**config.mk**
```make
export PLATFORM = sky130hd
export DESIGN_NAME = dual_bus_demux
export DESIGN_NICKNAME = d
export VERILOG_FILES = /design/src/rtl/dual_bus_demux.sv
export SDC_FILE = /design/constraint.sdc
export NUM_CORES = 1
export LEC_CHECK = 0
export ABC_AREA = 1
export CORE_AREA = 2 2 90 49
export DETAILED_ROUTE_END_ITERATION = 8
export DIE_AREA = 0 0 92 51
export DONT_BUFFER_PORTS = 1
export PLACE_DENSITY = 0.57
export SLEW_MARGIN = 20
export SYNTH_ARGS = -nofsm -noshare
export SYNTH_HDL_FRONTEND = slang
export SYNTH_SLANG_ARGS = --single-unit
```
**constraint.sdc**
```tcl
create_clock -name clk -period 2.9 [get_ports clk]
set_clock_uncertainty 0.05 [all_clocks]
set_input_delay 0.58 -clock clk [delete_from_list [all_inputs] [get_ports clk]]
set_output_delay 0.58 -clock clk [all_outputs]
set_load 0.02 [all_outputs]
```
**src/rtl/dual_bus_demux.sv**
```systemverilog
module dual_bus_demux #(
  parameter int W = 12
) (
  input  logic         clk,
  input  logic         rst_n,
  input  logic         in_valid,
  input  logic [W-1:0] in_data,
  input  logic         in_ovr,
  input  logic         strobe_en,
  output logic [W-1:0] bus_a,
  output logic [W-1:0] bus_b,
  output logic         rdy_a,
  output logic         rdy_b,
  output logic         ovr_out
);

  logic         phase_b;
  logic [W-1:0] hold_a;
  logic         hold_ovr;
  logic         en_low_d;
  logic         a_sent;

  wire take_a    = in_valid & ~phase_b;
  wire pair_done = in_valid & phase_b;
  wire halt      = ~strobe_en & en_low_d;

  always_ff @(posedge clk or negedge rst_n) begin
    if (!rst_n) begin
      phase_b  <= 1'b0;
      hold_a   <= '0;
      hold_ovr <= 1'b0;
      en_low_d <= 1'b0;
      a_sent   <= 1'b0;
    end else begin
      if (in_valid) phase_b <= ~phase_b;
      if (take_a) begin
        hold_a   <= in_data;
        hold_ovr <= in_ovr;
      end
      en_low_d <= ~strobe_en;
      a_sent   <= pair_done & ~halt;
    end
  end

  always_ff @(posedge clk or negedge rst_n) begin
    if (!rst_n) begin
      bus_a   <= '1;
      bus_b   <= '1;
      rdy_a   <= 1'b1;
      rdy_b   <= 1'b1;
      ovr_out <= 1'b0;
    end else begin
      if (pair_done) begin
        bus_a   <= hold_a;
        bus_b   <= in_data;
        ovr_out <= hold_ovr | in_ovr;
      end
      rdy_a <= pair_done & ~halt;
      rdy_b <= a_sent & ~halt;
    end
  end

  a_r5_b_after_a: assert property (@(posedge clk) disable iff (!rst_n)
    ($past(rst_n) && rdy_b) |-> $past(rdy_a));

  a_r7_halt_quiet: assert property (@(posedge clk) disable iff (!rst_n)
    ($past(rst_n) && !strobe_en && $past(!strobe_en)) |=> (!rdy_a && !rdy_b));

  a_r2_pair_stable: assert property (@(posedge clk) disable iff (!rst_n)
    ($past(rst_n) && rdy_b) |-> ($stable(bus_a) && $stable(bus_b) && $stable(ovr_out)));

  a_r4_a_from_pair: assert property (@(posedge clk) disable iff (!rst_n)
    ($past(rst_n) && rdy_a) |-> $past(in_valid));

endmodule

```
==> run_results.csv <==
group,metric,value,unit
run_status,outcome,"finished clean",
layout,areaGrowthSynthToFinish,6.12,%
sta,fin_ws,1380,ps
pwr,pwr-share-seq,64.3,%
layout,final_common_cell,"nand2_1",
pwr,power.switching,0.828,mW
layout,nNetsFinal,193,
floorplanning,die_h,51,um
global_route,grt_pass1_wl,5.44,mm
sta,slew_violations,0,
cts,clkTransAtPathRegs,80,ps
yosys,synthDistinctLibCells,15,
pwr,p_leak,0.895,nW
layout,nFillCells,423,
worst_setup_path,worstSetupEndpointType,"primary output",
sta,max-slew-margin-rel,47.1,%
global_route,grt_pass1_vias,1015,
layout,layout_common_cells,"nand2_1, dfstp_2, dfrtp_1",
worst_hold_path,hold_class,"input pin to async pin",
worst_setup_path,arrival,890,ps
global_route,antenna_found_initial,0,
yosys,synthesis.instances,176,
yosys,synth_top_area_cell,"dfstp_2",
yosys,synth_simple_gate_area_share,27.8,%
run,max-cap-violations,0,
yosys,synth_top_area_share,40.7,%
yosys,yosysSeqAreaShare,66.1,%
layout,multi_input_area,487,um^2
detailed_routing,remaining_drc_errors,0,
yosys,syn_area_per_cell,9.53,um^2
global_route,grt_max_degree,28,
worst_setup_path,crit_path_start_kind,"register",
detailed_routing,vias_per_cell,4.63,
cts,clockBufferDepth,2,
cts,clock_latency,280,ps
sta,holdWs,80.5,ps
sta,fin_crit,1520,ps
worst_setup_path,worstPathRequired,2270,ps
detailed_routing,vias,1084,
pwr,max-vdd-ir-drop,0.000488,V
yosys,synth-xor-area-share,0.522,%
yosys,yosys-top-cells-area,"dfstp_2, dfrtp_1, nand2_1, nand3_1, buf_4",
layout,seq_area,1110,um^2
floorplanning,start_util,41.5,%
cts,cts_hold_buf,1,
global_route,grt_usage,15.5,%
cts,cts.repair.resized,0,
placement,portBuffers,0,
floorplanning,core,4040,um^2
pwr,p_sw_share,39.1,%
floorplanning,row_count,17,
detailed_routing,ant_nets,0,
pwr,internal_power,1.29,mW
yosys,netlist_area,1680,um^2
detailed_routing,drtIter0Drc,68,
yosys,yosys.area_share.adder,0,%
sta,finalHoldViolations,0,
pwr,finalPower,2.12,mW
pwr,powerDensity,1190,nW/um^2
cts,clock-sinks,43,
detailed_routing,routedWlPerCell,14.5,um
sta,fmax,657,MHz
sta,finalSetupViolCount,0,
global_route,overflow,0,
detailed_routing,first_pass_iters,4,
layout,drive_gt1_share,20.3,%
yosys,muxShareOfSynthArea,0,%
yosys,synth_top_family_by_area,"simple AND/OR/NAND/NOR gates",
placement,place_congestion,0.834,
sta,period_share,52.5,%
sta,worst_pin_slew,791,ps
sta,tns,0,ps
sta,grt_setup_unrepaired,"false",
cts,cts_max_level,2,
yosys,synth_compound_area_share,0.746,%
floorplanning,io_pins,44,
floorplanning,die_area,4690,um^2
cts,cts-root-buf,"clkbuf_8",
yosys,syn-num-nets,193,
yosys,ys_seq_elements,43,
cts,cts_tree,"done",
layout,diodes,0,
detailed_routing,wl,3.39,mm
yosys,yosysWarnings,0,
pwr,clockPowerShare,16.9,%
cts,cts_setup_buffers,0,
floorplanning,die_w,92,um
cts,cts_made_buffers,5,
placement,pre_cts_slack,1590,ps
worst_setup_path,worst-setup-path-type,"register to primary output",
worst_setup_path,crit_path_max_fanout,2,
pwr,p_comb_share,18.9,%
placement,hpwl,2.32,mm
Yosys cell counts:
library cell / count
a21boi_0: 1
inv_2: 1
dfstp_2: 26
buf_4: 3
nand3_1: 13
buf_2: 3
nand2_4: 1
nand2_2: 1
a21oi_1: 1
dfrtp_1: 17
buf_6: 2
inv_1: 3
xor2_1: 1
inv_4: 1
nand2_1: 102
state kept, by name, indices dropped and copies added (netlist names):
signal / flops
hold_a: 12
a_sent: 1
rdy_a: 1
en_low_d: 1
rdy_b: 1
bus_a: 12
hold_ovr: 1
phase_b: 1
ovr_out: 1
bus_b: 12
per-stage QoR:
step | instances | util, % | area [um^2]
floorplan | 176 | - | 1680
detailed placement | 225 | 41.8 | 1690
finish | 234 | 44.0 | 1780
global placement | 225 | 41.8 | 1690
CTS | 234 | 44.0 | 1780
global route | 234 | 44.0 | 1780
final timing paths:
path	from	end	slack, ps	cells past startpoint
hold reg to reg	en_low_d	rdy_b	400	1
min in group clk	strobe_en	en_low_d	320	1
setup reg to reg	phase_b	bus_b[6]	1670	4
setup / recovery	bus_b[7]	bus_b[7]	1380	0
hold / removal	rst_n	bus_b[5]	80	0
max in group asynchronous	rst_n	hold_a[11]	1530	1
layout make-up:
| class | count | area share (%) |
|---|---|---|
| tap | 57 | 4.01 |
| clock inverter | 1 | 0.281 |
| timing repair buffer | 1 | 0.563 |
| sequential | 43 | 62.3 |
| clock buffer | 7 | 4.29 |
| inverter | 5 | 1.20 |
| multi-input combinational | 120 | 27.4 |
per-layer routing:
metal  GRT usage, %  wire length [um]
met1           23.3              1710
met2           20.2              1390
met3           6.19               244
met4           4.48                32
met5              0                 0
power by group through the flow:
stage,clock network [mW],logic (mW),registers [mW]
floorplan,0,0.363,1.32
global placement,0,0.381,1.37
detailed placement,0,0.396,1.37
CTS,0.364,0.406,1.37
global route,0.395,0.476,1.40
finish,0.357,0.399,1.36
cell families after synthesis:
kind of cell / Yosys count
simple gates: 117
flops: 43
buf+inv: 13
compound gates: 2
xor+xnor: 1
No activity file was read; power rests on OpenSTA's default activity.
